===== src/rtl/ecc_hm_pkg.sv =====
package ecc_hm_pkg;

  localparam int COL_BITS = 3;
  localparam int ROW_BITS = 9;
  localparam int FIELD_W  = COL_BITS + ROW_BITS;
  localparam int GAP_W    = 4;
  localparam int RAW_W    = 2 * FIELD_W + GAP_W;
  localparam int CODE_W   = 2 * FIELD_W;

  typedef enum logic [1:0] {
    VERDICT_CLEAN     = 2'd0,
    VERDICT_DATA_FIX  = 2'd1,
    VERDICT_CODE_ONLY = 2'd2,
    VERDICT_FATAL     = 2'd3
  } ecc_verdict_e;

  // Bits of a byte whose in-byte index has bit k set
  function automatic logic [7:0] col_mask(input int k);
    logic [7:0] m;
    for (int b = 0; b < 8; b++) m[b] = ((b >> k) & 1) == 1;
    return m;
  endfunction

  // Raw layout: set-parities at [27:16], clear-parities at [11:0]
  function automatic logic [CODE_W-1:0] pack_code(input logic [RAW_W-1:0] raw);
    return ~{raw[RAW_W-1 -: FIELD_W], raw[FIELD_W-1:0]};
  endfunction

endpackage


===== src/rtl/ecc_hm_contrib.sv =====
module ecc_hm_contrib
  import ecc_hm_pkg::*;
(
  input  logic [7:0]          data,
  input  logic [ROW_BITS-1:0] idx,
  output logic [RAW_W-1:0]    mask
);

  logic                row_par;
  logic [FIELD_W-1:0]  set_f;
  logic [FIELD_W-1:0]  clr_f;

  assign row_par = ^data;

  for (genvar k = 0; k < COL_BITS; k++) begin : g_col
    localparam logic [7:0] SEL = col_mask(k);
    assign set_f[k] = ^(data & SEL);
    assign clr_f[k] = ^(data & ~SEL);
  end

  for (genvar j = 0; j < ROW_BITS; j++) begin : g_row
    assign set_f[COL_BITS+j] = idx[j] & row_par;
    assign clr_f[COL_BITS+j] = ~idx[j] & row_par;
  end

  assign mask = {set_f, {GAP_W{1'b0}}, clr_f};

endmodule


===== src/rtl/ecc_hm_context.sv =====
module ecc_hm_context
  import ecc_hm_pkg::*;
#(
  parameter int BLOCK_BYTES = 512,
  parameter int CNT_W       = $clog2(BLOCK_BYTES + 1)
) (
  input  logic             clk,
  input  logic             rst_n,
  input  logic             clr,
  input  logic             take,
  input  logic [7:0]       data,
  output logic [RAW_W-1:0] raw,
  output logic             full
);

  localparam logic [CNT_W-1:0] LIMIT = CNT_W'(BLOCK_BYTES);

  logic [RAW_W-1:0] raw_q, raw_d;
  logic [CNT_W-1:0] cnt_q, cnt_d;
  logic [RAW_W-1:0] contrib;
  logic [ROW_BITS-1:0] idx;

  assign idx  = ROW_BITS'(cnt_q);
  assign full = (cnt_q == LIMIT);
  assign raw  = raw_q;

  ecc_hm_contrib u_contrib (
    .data (data),
    .idx  (idx),
    .mask (contrib)
  );

  always_comb begin
    raw_d = raw_q;
    cnt_d = cnt_q;
    if (clr) begin
      raw_d = '0;
      cnt_d = '0;
    end else if (take && !full) begin
      raw_d = raw_q ^ contrib;
      cnt_d = cnt_q + CNT_W'(1);
    end
  end

  always_ff @(posedge clk or negedge rst_n) begin
    if (!rst_n) begin
      raw_q <= '0;
      cnt_q <= '0;
    end else begin
      raw_q <= raw_d;
      cnt_q <= cnt_d;
    end
  end

  AST_CNT_BOUND: assert property (@(posedge clk) disable iff (!rst_n)
    cnt_q <= LIMIT);
  AST_FULL_HOLD: assert property (@(posedge clk) disable iff (!rst_n)
    full && !clr |=> $stable(raw_q));
  AST_CLR_EMPTY: assert property (@(posedge clk) disable iff (!rst_n)
    clr |=> (cnt_q == '0) && (raw_q == '0));

endmodule


===== src/rtl/ecc_hm_classify.sv =====
module ecc_hm_classify
  import ecc_hm_pkg::*;
#(
  parameter int BLOCK_BYTES = 512
) (
  input  logic [CODE_W-1:0]   stored,
  input  logic [CODE_W-1:0]   calc,
  output ecc_verdict_e        verdict,
  output logic [ROW_BITS-1:0] fix_byte,
  output logic [COL_BITS-1:0] fix_bit
);

  localparam logic [31:0] LIM = 32'(BLOCK_BYTES);

  logic [CODE_W-1:0]   diff;
  logic                halves_compl;
  logic                one_hot;
  logic [ROW_BITS-1:0] d_byte;
  logic [COL_BITS-1:0] d_bit;

  assign diff         = stored ^ calc;
  assign halves_compl = (diff[FIELD_W-1:0] ^ diff[CODE_W-1:FIELD_W]) == {FIELD_W{1'b1}};
  assign one_hot      = $onehot(diff);
  assign d_byte       = diff[CODE_W-1 -: ROW_BITS];
  assign d_bit        = diff[FIELD_W +: COL_BITS];

  always_comb begin
    verdict  = VERDICT_FATAL;
    fix_byte = '0;
    fix_bit  = '0;
    if (diff == '0) begin
      verdict = VERDICT_CLEAN;
    end else if (halves_compl) begin
      if (32'(d_byte) < LIM) begin
        verdict  = VERDICT_DATA_FIX;
        fix_byte = d_byte;
        fix_bit  = d_bit;
      end
    end else if (one_hot) begin
      verdict = VERDICT_CODE_ONLY;
    end
  end

endmodule


===== src/rtl/hamming_blk_ecc.sv =====
module hamming_blk_ecc
  import ecc_hm_pkg::*;
#(
  parameter int BLOCK_BYTES = 512,
  parameter int NUM_CS      = 4,
  parameter int CS_W        = (NUM_CS > 1) ? $clog2(NUM_CS) : 1
) (
  input  logic              clk,
  input  logic              rst_n,
  input  logic [CS_W-1:0]   cs_sel,
  input  logic [NUM_CS-1:0] restart,
  input  logic              byte_valid,
  input  logic [7:0]        byte_data,
  input  logic              check_valid,
  input  logic [23:0]       check_code,
  output logic [23:0]       code_out,
  output logic              block_full,
  output logic              res_valid,
  output logic [1:0]        res_verdict,
  output logic [8:0]        res_byte,
  output logic [2:0]        res_bit
);

  localparam logic [31:0] LIM = 32'(BLOCK_BYTES);

  logic [RAW_W-1:0] ctx_raw  [NUM_CS];
  logic             ctx_full [NUM_CS];
  logic [RAW_W-1:0] sel_raw;
  logic             sel_full;

  for (genvar i = 0; i < NUM_CS; i++) begin : g_ctx
    logic hit;
    assign hit = (cs_sel == CS_W'(i));
    ecc_hm_context #(.BLOCK_BYTES(BLOCK_BYTES)) u_ctx (
      .clk   (clk),
      .rst_n (rst_n),
      .clr   (restart[i] | (check_valid & hit)),
      .take  (byte_valid & hit & ~check_valid),
      .data  (byte_data),
      .raw   (ctx_raw[i]),
      .full  (ctx_full[i])
    );
  end

  if (NUM_CS == 1) begin : g_sel_single
    assign sel_raw  = ctx_raw[0];
    assign sel_full = ctx_full[0];
  end else begin : g_sel_multi
    assign sel_raw  = ctx_raw[cs_sel];
    assign sel_full = ctx_full[cs_sel];
  end

  assign code_out   = pack_code(sel_raw);
  assign block_full = sel_full;

  ecc_verdict_e        cls_verdict;
  logic [ROW_BITS-1:0] cls_byte;
  logic [COL_BITS-1:0] cls_bit;

  ecc_hm_classify #(.BLOCK_BYTES(BLOCK_BYTES)) u_cls (
    .stored   (check_code),
    .calc     (code_out),
    .verdict  (cls_verdict),
    .fix_byte (cls_byte),
    .fix_bit  (cls_bit)
  );

  logic       rv_q, rv_d;
  logic [1:0] vd_q, vd_d;
  logic [8:0] rb_q, rb_d;
  logic [2:0] rt_q, rt_d;

  always_comb begin
    rv_d = check_valid;
    vd_d = vd_q;
    rb_d = rb_q;
    rt_d = rt_q;
    if (check_valid) begin
      vd_d = cls_verdict;
      rb_d = cls_byte;
      rt_d = cls_bit;
    end
  end

  always_ff @(posedge clk or negedge rst_n) begin
    if (!rst_n) begin
      rv_q <= 1'b0;
      vd_q <= '0;
      rb_q <= '0;
      rt_q <= '0;
    end else begin
      rv_q <= rv_d;
      vd_q <= vd_d;
      rb_q <= rb_d;
      rt_q <= rt_d;
    end
  end

  assign res_valid   = rv_q;
  assign res_verdict = vd_q;
  assign res_byte    = rb_q;
  assign res_bit     = rt_q;

  AST_RES_PULSE: assert property (@(posedge clk) disable iff (!rst_n)
    check_valid |=> res_valid);
  AST_RES_IDLE: assert property (@(posedge clk) disable iff (!rst_n)
    !check_valid |=> !res_valid);
  AST_FIX_RANGE: assert property (@(posedge clk) disable iff (!rst_n)
    res_valid && (res_verdict == 2'd1) |-> (32'(res_byte) < LIM));
  AST_NOFIX_ZERO: assert property (@(posedge clk) disable iff (!rst_n)
    res_valid && (res_verdict != 2'd1) |-> (res_byte == '0) && (res_bit == '0));

endmodule


===== config.mk =====
export PLATFORM = sky130hd
export DESIGN_NAME = hamming_blk_ecc
export DESIGN_NICKNAME = d
export VERILOG_FILES = /design/src/rtl/ecc_hm_pkg.sv /design/src/rtl/ecc_hm_contrib.sv /design/src/rtl/ecc_hm_context.sv /design/src/rtl/ecc_hm_classify.sv /design/src/rtl/hamming_blk_ecc.sv
export SDC_FILE = /design/constraint.sdc
export NUM_CORES = 1
export LEC_CHECK = 0
export ABC_AREA = 0
export CAP_MARGIN = 15
export CORE_MARGIN = 2
export CORE_UTILIZATION = 59
export CTS_CLUSTER_DIAMETER = 30
export CTS_CLUSTER_SIZE = 12
export DETAILED_ROUTE_END_ITERATION = 16
export GPL_TIMING_DRIVEN = 0
export PLACE_DENSITY = 0.81
export SETUP_SLACK_MARGIN = 0.4
export SYNTH_ARGS = -nofsm -noshare
export SYNTH_HDL_FRONTEND = slang
export SYNTH_SLANG_ARGS = --single-unit

===== constraint.sdc =====
create_clock -name clk -period 5.7 [get_ports clk]
set_input_delay 1.14 -clock clk [delete_from_list [all_inputs] [get_ports clk]]
set_output_delay 1.14 -clock clk [all_outputs]
set_load 0.01 [all_outputs]

==> impl_results.md <==
- NetSw: 1.553 mW
- Register area share after synthesis: 0.4047
- Max VDD drop: 615.7 uV
- Int Power: 2.802 mW
- Ys Warns: 0
- Final #Nets: 1138
- Max clock buf depth: 2
- RSZ-0062 raised after global routing: yes
- Vias in the first global route: 7313
- Detailed-route via count: 7343
- Area grow syn2layout: 24.44%
- # DRC: 0
- Detail Placement HPWL: 18.15 mm
- WL final: 25.47 mm
- Worst EP arrival: 6.26 ns
- CTS Sinks: 151
- DIE HEIGHT: around 130 um
- Setup violators final: 1
- Worst setup SP type: input pin
- Final Max Tran Viols: 0
- CTS Buf Count: 17
- Cells after Synth: roughly 910
- Worst Path Required: 6.01 ns
- Leakage: 5.024 nW
- Crit path max fanout: 7
- Switching Fraction: 0.3566
- Largest net degree at the start of global routing: 100
- Core region area: 15310 um2
- Inserted Diodes: 0
- Vias/cell: just under 6
- Share of post-route cells with drive strength above 1: 0.1521
- Initial core utilization: 0.6097
- Grt total ovfl: 0
- Post-synth cell types: 46
- Starting DRC count in detailed routing: ~640
- Setup ws final: -0.2507 ns
- Initial antenna violation count: 0
- Synth Flop Type: dfrtp_1
- #FFs+latches synth: 151
- Hold buffer count at CTS: 0
- CP Class: in2reg
- Die area: approximately 17000 um2
- Wire per inst: 20.17 um
- Worst hold path type: reg2reg
- Failing checks: negative setup slack
- CTS H-tree lvls: 4
- Max_slew headroom: 0.4464
- Status: finished, violations left
- Clk_lat worst skew: 0.43 ns
- Maxcap violations: 0
- Async S/R FF share, synth: 1.000
- Fmax: 0.1680 GHz
- IO Pins: 82
- Cell area power density: 374.8 nW/um2
- Mean area per synthesized cell: a little over 10 um2
- Global Route Usage Sum: 0.3163
- Post-layout minimum cycle time: 5.951 ns
- Worst-path clk slew: about 0.060 ns
- Mapped Nets: just over 1000
- Placer Congestion: 0.9537
- CTS Root Cell: clkbuf_16
- Period utilization: 1.044
- Std-Cell Rows: 45
- Actual slew at the worst max-slew pin: 0.8255 ns
- Initial DRT Pass Iterations: 5
- Layout Skew: 0.007630 ns
- Clk pwr share: 0.278
- Total power: 4.355 mW
- Synth Cell Area: 9338 um2
- EDFF count, synth: 0
- Logic pwr share: 0.454
- Routed Antenna Nets: 0
- CTS tree: yes
- Layout Utilization: 0.7587
- Seq pwr share: 0.268
- IO Port Bufs: 81
- Final hold vios: 0
- First-pass GRT wire length: 39.60 mm
- Critical path endpoint category: flip-flop
- Die X: 129.8 um
==> worst paths after layout <==
| kind | start | endpoint | slack [ns] | cells past startpoint |
|---|---|---|---|---|
| setup / recovery | cs_sel[0] | res_verdict[0] | -0.25 | 19 |
| hold / removal | res_byte[7] | res_byte[7] | 0.49 | 1 |
| setup reg to reg | g_ctx[3].u_ctx.raw[6] | res_verdict[0] | 0.33 | 17 |
| hold reg to reg | res_byte[7] | res_byte[7] | 0.49 | 1 |
| max in group asynchronous | rst_n | g_ctx[3].u_ctx.raw[9] | 4.18 | 2 |
| min in group asynchronous | rst_n | g_ctx[1].u_ctx.raw[18] | 0.66 | 1 |
==> synthesized netlist by cell type, drive strengths merged (9+ instances only) <==
master,instances,area (um2)
nand4,20,131.4
and3,11,68.82
nor4,17,133.9
xnor2,94,969.7
dfrtp,151,3779
nand2,39,146.4
nand3,38,190.2
inv,90,337.8
fa,19,380.4
o2bb2ai,12,161.4
clkbuf,39,146.4
xor2,87,762.0
ha,38,475.5
nor3,38,190.2
a21oi,10,50.05
nor2,141,529.3
mux4,25,563.0
buf,9,66.31
==> placed cells by master (no fill, tap or decap), types with 4 or more instances in the layout <==
| cell type | n |
|---|---|
| dfrtp_1 | 151 |
| nor2_1 | 140 |
| xor2_1 | 83 |
| clkdlybuf4s50_1 | 78 |
| inv_1 | 76 |
| xnor2_1 | 74 |
| clkbuf_1 | 40 |
| nand2_1 | 39 |
| nor3_1 | 38 |
| nand3_1 | 37 |
| ha_1 | 33 |
| mux4_2 | 25 |
| buf_4 | 21 |
| nand4_1 | 19 |
| clkbuf_16 | 18 |
| inv_2 | 14 |
| nor4_1 | 14 |
| fa_1 | 13 |
| and3_1 | 11 |
| xnor2_4 | 10 |
| xnor2_2 | 10 |
| a21oi_1 | 10 |
| o2bb2ai_2 | 9 |
| clkbuf_8 | 7 |
| or3_1 | 6 |
| fa_2 | 6 |
| o21ai_0 | 5 |
| buf_12 | 4 |
| buf_6 | 4 |
==> cell families (layout without fill, tap and decap cells) <==
| family | Yosys count | after routing | share of synthesized area |
|---|---|---|---|
| multiplexers | 25 | 25 | 0.06030 |
| AND/OR/NAND/NOR | 322 | 322 | 0.1632 |
| XOR/XNOR | 181 | 181 | 0.1854 |
| adder cells (fa/ha/maj) | 57 | 57 | 0.09165 |
| flip-flops | 151 | 151 | 0.4047 |
| AO/OA/AOI/OAI | 39 | 39 | 0.03538 |
| buffers and inverters | 139 | 277 | 0.05936 |
==> per-layer routing <==
metal	track usage	up-vias	part of all wire
li1	-	3239	-
met1	0.4137	3615	0.39
met2	0.5045	392	0.47
met3	0.05945	97	0.084
met4	0.1714	0	0.053
met5	0	-	0
==> critical path, cell delays in order <==
cell,delay [ns]
buf_12,0.12
buf_12,0.14
mux4_2,0.60
xnor2_4,0.23
inv_2,0.07
ha_4,0.28
inv_2,0.04
fa_1,0.52
fa_2,0.42
fa_1,0.52
fa_1,0.52
inv_1,0.05
fa_1,0.50
ha_2,0.21
fa_2,0.45
nor2_2,0.13
nand3_2,0.09
o21ai_2,0.14
nand3_1,0.09
==> cell type report <==
type                       count  area, um2
fill                        1013       3695
sequential                   151       3779
multi-input combinational    624       5244
clock inverter                 6      110.1
tap                          211      264.0
inverter                      91      341.6
timing repair buffer         106       1074
buffer                        48      279.0
clock buffer                  26      529.3
==> metrics by stage <==
stage	setup slack [ns]	hold slack [ns]	cell area [um2]	cells	TNS (ns)
2_1_floorplan	-0.1960	0.4972	9407	914	-0.1960
3_3_place_gp	-2.593	0.4704	10480	1206	-391.73
3_5_place_dp	-1.496	0.4770	10510	1207	-1.496
4_1_cts	-0.2280	0.4941	11490	1256	-0.2280
5_1_grt	-0.3710	0.5080	11620	1263	-0.3710
6_report	-0.2507	0.4898	11620	1263	-0.2507
==> power groups by stage <==
| stage | sequential (mW) | combinational, mW | clock, mW |
|---|---|---|---|
| floorplan | 1.17 | 1.19 | 0 |
| global placement | 1.18 | 1.53 | 0 |
| detailed placement | 1.18 | 1.64 | 0 |
| CTS | 1.17 | 1.71 | 1.21 |
| global route | 1.17 | 2.16 | 1.26 |
| finish | 1.17 | 1.98 | 1.21 |
==> what timing repair did <==
item                       in CTS  in global routing
hold endpoints to repair        0                  0
resized for setup              46                 14
setup endpoints to repair       1                  1
cloned                          2                  0
pin swaps                      17                 16
buffers inserted               15                  7
==> registers in the layout (all words and copies together), names as in the netlist <==
register           count
res_byte               9
g_ctx.u_ctx.cnt_q     40
res_valid              1
g_ctx.u_ctx.raw       96
res_bit                3
res_verdict            2
No activity file was read; power rests on OpenSTA's default activity.
